`src/rtl/sc_clk_etu_gen.sv`:
```
`timescale 1ns/1ps
module sc_clk_etu_gen #(
  parameter int ETU_MIN = 16
) (
  input  logic       clk,
  input  logic       rst_n,
  input  logic       clk_en,
  input  logic [2:0] div_sel,
  input  logic [7:0] etu_lo,
  input  logic [7:0] etu_hi,
  input  logic       resync,
  output logic       card_clk,
  output logic       etu_tick,
  output logic       etu_half
);

  localparam int PW = 17;

  function automatic logic [4:0] ratio_of(input logic [2:0] c);
    case (c)
      3'd0: return 5'd1;
      3'd1: return 5'd2;
      3'd2: return 5'd3;
      3'd3: return 5'd4;
      3'd4: return 5'd5;
      3'd5: return 5'd6;
      3'd6: return 5'd8;
      default: return 5'd16;
    endcase
  endfunction

  // card clock divider
  logic [2:0] cur_sel;
  logic [4:0] dcnt;
  logic       ph_q, gate_q;
  logic [4:0] n_cur, hi_len;
  logic       d_last;

  assign n_cur  = ratio_of(cur_sel);
  assign hi_len = (n_cur + 5'd1) >> 1;
  assign d_last = (dcnt == n_cur - 5'd1);

  always_ff @(posedge clk or negedge rst_n) begin
    if (!rst_n) begin
      cur_sel <= 3'd0;
      dcnt    <= 5'd0;
      ph_q    <= 1'b0;
    end else if (!clk_en) begin
      cur_sel <= div_sel;
      dcnt    <= ratio_of(div_sel) - 5'd1;
      ph_q    <= 1'b0;
    end else if (d_last) begin
      cur_sel <= div_sel;
      dcnt    <= 5'd0;
      ph_q    <= (div_sel != 3'd0);
    end else begin
      dcnt    <= dcnt + 5'd1;
      ph_q    <= (dcnt + 5'd1) < hi_len;
    end
  end

  // divide-by-1 pass-through, enable changed only while clk is low
  always_ff @(negedge clk or negedge rst_n) begin
    if (!rst_n) gate_q <= 1'b0;
    else        gate_q <= clk_en && (cur_sel == 3'd0);
  end

  assign card_clk = ph_q | (clk & gate_q);

  // ETU counter on the undivided clock
  logic [15:0]   raw_p;
  logic [PW-1:0] cfg_p, per_q;
  logic [15:0]   ecnt;

  assign raw_p = {etu_hi, etu_lo};

  always_comb begin
    if (raw_p == 16'd0)              cfg_p = 17'h10000;
    else if (raw_p < 16'(ETU_MIN))   cfg_p = 17'(ETU_MIN);
    else                             cfg_p = {1'b0, raw_p};
  end

  assign etu_tick = ({1'b0, ecnt} == per_q - 17'd1);
  assign etu_half = ({1'b0, ecnt} == (per_q >> 1));

  always_ff @(posedge clk or negedge rst_n) begin
    if (!rst_n) begin
      ecnt  <= 16'd0;
      per_q <= 17'(ETU_MIN);
    end else if (!clk_en || resync || etu_tick) begin
      ecnt  <= 16'd0;
      per_q <= cfg_p;
    end else begin
      ecnt  <= ecnt + 16'd1;
    end
  end

endmodule


```
`config.mk`:
```
export PLATFORM = sky130hd
export DESIGN_NAME = sc_clk_etu_gen
export DESIGN_NICKNAME = d
export VERILOG_FILES = /design/src/rtl/sc_clk_etu_gen.sv
export SDC_FILE = /design/constraint.sdc
export NUM_CORES = 1
export LEC_CHECK = 0
export ABC_CLOCK_PERIOD_IN_PS = 3400
export BUFFER_PORTS_ARGS = -buffer_cell sky130_fd_sc_hd__buf_2
export CORE_MARGIN = 3
export CORE_UTILIZATION = 60
export DETAILED_ROUTE_END_ITERATION = 16
export PLACE_DENSITY = 0.86
export SYNTH_ARGS = -nofsm -noshare
export SYNTH_HDL_FRONTEND = slang
export SYNTH_SLANG_ARGS = --single-unit
```
`constraint.sdc`:
```
create_clock -name clk -period 3.4 [get_ports clk]
set_input_delay 0.68 -clock clk [delete_from_list [all_inputs] [get_ports clk]]
set_output_delay 0.68 -clock clk [all_outputs]
set_load 0.005 [all_outputs]
```
Word-level counts from Yosys, hierarchy flattened
Cells that the tools add are included.
- register bits after elaboration: 43
- latch bits: 0
- bits in writable memories: 0
- bits in read-only memories: 0
- input bits: 23
- output and inout port bits: 3
- word-level logic and storage cells: 52
- memories kept: 0
- add/subtract/negate cells: 6
- multipliers: 0
- divide/modulo/power cells: 0
- order comparisons: 2
- equal/unequal tests: 16
- shifts and indexed selects: 0
- multiplexer cells: 12
- bitwise gates (word level): 2
- reductions and logical operators: 8
- operator list (operator ; number):
    one-hot mux 5 bit (7 select lines) ; 2
    two-way mux 16 bit ; 2
    equality test 3 bit (second input constant) ; 6
    equality test 16 x 17 -> 1 bit ; 1
    two-way mux 17 bit ; 1
    subtractor 17 x 1 -> 17 bit (second input constant) ; 1
    adder 16 x 1 -> 16 bit (second input constant) ; 1
    equality test 16 bit ; 1
    logical NOT 16 bit ; 1
    less-than comparator 16 x 5 -> 1 bit (second input constant) ; 1
    two-way mux 5 bit ; 3
    equality test 3 x 2 -> 1 bit (second input constant) ; 4
    adder 5 x 1 -> 5 bit (second input constant) ; 2
    subtractor 5 x 1 -> 5 bit (second input constant) ; 2
    equality test 3 x 1 -> 1 bit (second input constant) ; 2
    logical NOT 3 bit ; 2
    two-way mux 3 bit ; 2
    equality test 5 bit ; 1
    less-than comparator 5 x 4 -> 1 bit ; 1
    nonzero test 3 bit ; 1
    logical OR 1 bit ; 2
    two-way mux 1 bit ; 2
    != test 2 x 1 -> 1 bit (second input constant) ; 1
    bitwise AND 1 bit ; 1
    3 further kinds ; 3

Logic depth before layout (Yosys ltp)
Gate-level depths: netlist of run 1.
- depth after elaboration: 6
- mapped depth: 11
- gate-level depth less buffers: 10

==> reports/results.txt, run 1 <==
Die width: 78.2 µm
Syn Nets: 362
Vias per cell: 6.07
P_sw: 625 µW
Outcome: complete, but fails checks
WP data arrival: 2.72 ns
Final max-slew violation count: 0
Grt ovf: 0
YS warnings: 0
Detail Route Antenna Nets: 0
Post-synth ARST share: 100%
Unrepaired setup endpoints after global routing: true
Syn_area_per_cell: 9.47 µm²
Gate power share: 34.2%
Detailed placement HPWL: 5300 µm
DP Cell Count: 403
Via count: 2520
Vias in the first global route: 2490
GRT Overall Usage: 26.1%
EDFF count, synth: 0
Tot Pwr: 1.81 mW
Worst-Margin Slew: 0.576 ns
# IOs: 26
Critical Path RT: 2.72 ns
Final hold vios: 0
Layout area overhead: 10.4%
Max cap viols: 0
Fin Clk Skew: 0.0132 ns
Reg clk slew, reported paths: 0.08 ns
Layout cells sized above 1: 21.3%
Die ar.: 6110 µm²
Clock group share of total power: 28.3%
Die Y: 78.2 µm
Setup Slack @ Placement: 0.306 ns
Most frequent cells in the layout: xnor2_1, dfrtp_1, nor2_1, buf_2, nand2_1
Antenna violations before repair: 0
Cells after Synth: 330
Top_reg_cell synth: dfrtp_1
Number of diodes: 0
Min-Delay Path Class: input pin to asynchronous set/reset pin
Crit path launch type: flip-flop
Critical path endpoint category: primary output
Switching part of the total: 34.5%
Pwr dens: 525 nW/µm²
Non-Filler Instances: 415
Sequential share of the synthesized area: 34.5%
Aggregate negative setup slack: -0.00315 ns
Final worst slack: -0.00315 ns
Relative slew slack: 61.3%
Max rail drop VDD: 0.458 mV
DR DRC count: 0
Final RePlAce weighted congestion: 0.971
Post-synthesis register bit count: 43
Post-Syn Area: 3130 µm²
CP Max Fanout: 1
Drt first-iter violations: 208
Post-Layout Inst Area: 3450 µm²
PortBufs: 25
Row cnt: 25
Hold slack: 0.396 ns
Part of the power in registers: 37.5%
Skew-Pair Late Insertion Delay: 0.42 ns
Final net count: 379
Internal: 1.19 mW
Violated checks: negative setup slack
Initial Util: 64.1%
Total wire length: 7270 µm
Drt pass-1 iters: 7
Final number of setup-violating endpoints: 1
Layout Utilization: 70.7%
Internal reg-to-reg setup slack: 0.40 ns
Post-synthesis cell type count: 59
Largest net degree at the start of global routing: 43
Reg2reg path depth: 11
Critical path class: flip-flop to primary output
Drt wl/cell: 17.5 µm
Global-route wire length before repair: 12100 µm
TritonCTS clock tree: built
Core area: 4880 µm²
# fillers: 348
Leakage power: 1.45 nW
Placed cell area: 3250 µm²
Most common cell after layout, fill and taps aside: xnor2_1
-- cell usage after synthesis, drive strengths merged, types with 4 or more instances --
library cell / number / area [µm²]
o22ai: 4 / 25.0
nor2: 34 / 128
dfrtp: 41 / 1030
mux2: 17 / 225
o21ai: 7 / 46.3
inv: 9 / 33.8
nand4: 9 / 56.3
a21oi: 9 / 45.0
xnor2: 40 / 350
buf: 9 / 77.6
xor2: 20 / 175
mux2i: 8 / 80.1
nand2b: 5 / 31.3
nand3: 12 / 60.1
clkbuf: 15 / 56.3
nor3: 7 / 51.3
nand2: 23 / 86.3
nor4: 7 / 56.3
ha: 9 / 113
-- per-layer routing --
layer / part of all wire, % / global-route usage, %
met5: 0 / 0
met4: 2.4 / 10.5
met3: 6.3 / 6.88
met2: 49 / 41.7
met1: 43 / 33.7
-- sequential cells by signal (all words and copies together) (netlist names) --
signal	count
per_q	17
gate_q	1
ph_q	1
ecnt	16
dcnt	5
cur_sel	3
-- power groups by stage --
stage	clock [mW]	sequential [mW]	combinational, mW
2_1_floorplan	0.00502	0.632	0.503
3_3_place_gp	0.00868	0.680	0.568
3_5_place_dp	0.00867	0.683	0.598
4_1_cts	0.521	0.673	0.615
5_1_grt	0.553	0.690	0.702
6_report	0.513	0.679	0.620
-- critical path, cell delays in order (launching register included) --
cell	delay, ns
dfrtn_1	0.33
a21o_1	0.15
buf_2	0.12
-- repair_timing --
item,in CTS,in global routing
hold buffers,0,0
resized for setup,0,10
endpoints found under the setup margin,1,2
hold endpoints to repair,0,0
setup buffers,0,1
gates cloned,0,0
pin swaps,0,2
-- cell type report --
cell class,count,area (µm²),area share (%)
clock inverters,3,46.3,1.34
flip-flops and latches,43,1080,31.3
well taps,67,83.8,2.43
repair buffers,30,178,5.15
multi-input cells,254,1910,55.5
inverters,9,33.8,0.979
clock buffers,9,115,3.33
-- kinds of logic (layout without fill, tap and decap cells) --
group,after synthesis,after routing,synth area share (%)
adder cells (fa/ha/maj),9,9,3.60
buffers and inverters,33,51,5.36
flip-flops,43,43,34.5
AND/OR/NAND/NOR,120,120,21.1
multiplexers,25,25,9.77
XOR/XNOR,60,60,16.8
AO/OA/AOI/OAI,40,40,8.89
-- final timing paths --
kind | startpoint | endpoint
worst max register to register | per_q[1] | per_q[6]
worst min-delay path | rst_n | per_q[15]
worst min register to register | ecnt[0] | ecnt[0]
min in group clk | etu_hi[6] | per_q[14]
max in group asynchronous | rst_n | gate_q
worst max-delay path | gate_q | card_clk
Power figures use the tool's default switching activity.
==> run 2: changes to the inputs <==
Settings changed: ABC_CLOCK_PERIOD_IN_PS 3400 to 4100.
Clock period 3.4 ns to 4.1 ns, I/O delays scaled along.
==> run 2 against run 1 <==
Against the previous run: the flow now finishes without violations; register-to-register slack improved by 0.30 ns; combinational power is 23% lower; non-clock buffer count fell by 3; first-iteration DRC count down 17%; sequential share of layout area increased by 0.58 points; critical endpoint unchanged.
==> reports/results.txt, run 2 (synthesized netlist as in run 1, its figures left out) <==
Layout area overhead: 8.05%
Placed cell area: 3220 µm²
Outcome: completed
Reg-to-reg critical path endpoint: per_q[2]
Final max-slew violation count: 0
Resized cells post-CTS: 0
Largest net degree at the start of global routing: 43
GRT Overall Usage: 23.6%
Detailed placement HPWL: 4880 µm
Critical Path RT: 3.28 ns
Largest reg by FF count: per_q
Final hold vios: 0
Non-Filler Instances: 412
Number of diodes: 0
Leakage power: 1.43 nW
Hold slack: 0.540 ns
Critical path class: flip-flop to primary output
Crit path launch type: flip-flop
Die ar.: 6110 µm²
TritonCTS clock tree: built
Drt pass-1 iters: 4
Detail Route Antenna Nets: 0
Reg clk slew, reported paths: 0.08 ns
Tot Pwr: 1.45 mW
CP Max Fanout: 1
# IOs: 26
Drt first-iter violations: 173
Post-CTS Setup Inserts: 0
Most common cell after layout, fill and taps aside: dfrtp_1
Vias in the first global route: 2320
Part of the power in registers: 38.6%
Initial Util: 64.1%
Layout cells sized above 1: 18.6%
Grt ovf: 0
Gate power share: 33.0%
PortBufs: 25
Crit path from: gate_q
P_sw: 487 µW
Skew-Pair Late Insertion Delay: 0.42 ns
Post-CTS Hold Buffers: 0
Max cap viols: 0
Relative slew slack: 45.9%
Clock group share of total power: 28.3%
Final number of setup-violating endpoints: 0
Vias per cell: 5.81
Die Y: 78.2 µm
Critical path endpoint category: primary output
CP Capture Point: card_clk
Antenna violations before repair: 0
Min-Delay Path Class: input pin to asynchronous set/reset pin
Aggregate negative setup slack: 0 ns
Internal reg-to-reg setup slack: 0.70 ns
Final RePlAce weighted congestion: 0.917
Die width: 78.2 µm
Post-Layout Inst Area: 3380 µm²
Via count: 2393
Max rail drop VDD: 0.381 mV
Core area: 4880 µm²
Pwr dens: 430 nW/µm²
Row cnt: 25
Switching part of the total: 33.5%
Unrepaired setup endpoints after global routing: false
DP Cell Count: 401
Final net count: 376
Biggest regs: per_q: 17 flops, ecnt: 16 flops, dcnt: 5 flops
Global-route wire length before repair: 11200 µm
Worst-Margin Slew: 0.805 ns
Total wire length: 6590 µm
Most frequent cells in the layout: dfrtp_1, xnor2_1, nor2_1, buf_2, nand2_1
Internal: 966 µW
DR DRC count: 0
Fin Clk Skew: 0.0130 ns
WP data arrival: 3.06 ns
Drt wl/cell: 16.0 µm
Number of flip-flops in the largest register: 17
R2R Path Start: per_q[1]
Reg2reg path depth: 10
run 2: changes by cell type in the layout (fill, tap and decap cells not counted), sizes merged:
cell | previous run | this run
clkinv | 0 | 2
buf | 31 | 28
clkinvlp | 1 | 0
inv | 10 | 9
run 2: worst max-delay path: stages, from the launching register on:
cell,delay (ns)
dfrtn_1,0.33
a21o_1,0.15
buf_2,0.12
run 2: through the flow:
step | util [%] | setup WS [ns]
global route | 69.2 | 0.171
CTS | 69.2 | 0.206
global placement | 66.1 | 0.671
floorplan | - | 0.758
finish | 69.2 | 0.219
detailed placement | 66.1 | 0.670
run 2: how the worst min path moves through the flow:
stage | from | end | slack (ns)
final | rst_n | per_q[15] | 0.54
after global routing | rst_n | per_q[15] | 0.58
after detailed placement | per_q[12] | per_q[12] | 0.55
after global placement | per_q[12] | per_q[12] | 0.56
after floorplan | rst_n | cur_sel[0] | 0.52
after CTS | per_q[12] | per_q[12] | 0.57
run 2: power by group through the flow:
stage,clock [mW],combinational (mW),sequential [mW]
after floorplan,0.00417,0.417,0.524
after global placement,0.00719,0.454,0.565
after detailed placement,0.00719,0.477,0.569
after CTS,0.420,0.482,0.560
after global routing,0.445,0.551,0.571
final,0.412,0.480,0.561
run 2: area by class of cell:
class                   instances  area [µm²]
clock buffers                   9         115
fillers                       380        1500
multi-input cells             254        1880
flip-flops and latches         43        1080
inverters                       9        33.8
repair buffers                 27         143
clock inverters                 3        43.8
well taps                      67        83.8
run 2: layer usage:
layer | GRT usage [%] | wire length (µm) | vias up
li1 | - | - | 1178
met1 | 31.5 | 2950 | 1144
met2 | 36.8 | 3170 | 58
met3 | 6.19 | 357 | 13
met4 | 9.27 | 111 | 0
met5 | 0 | 0 | -
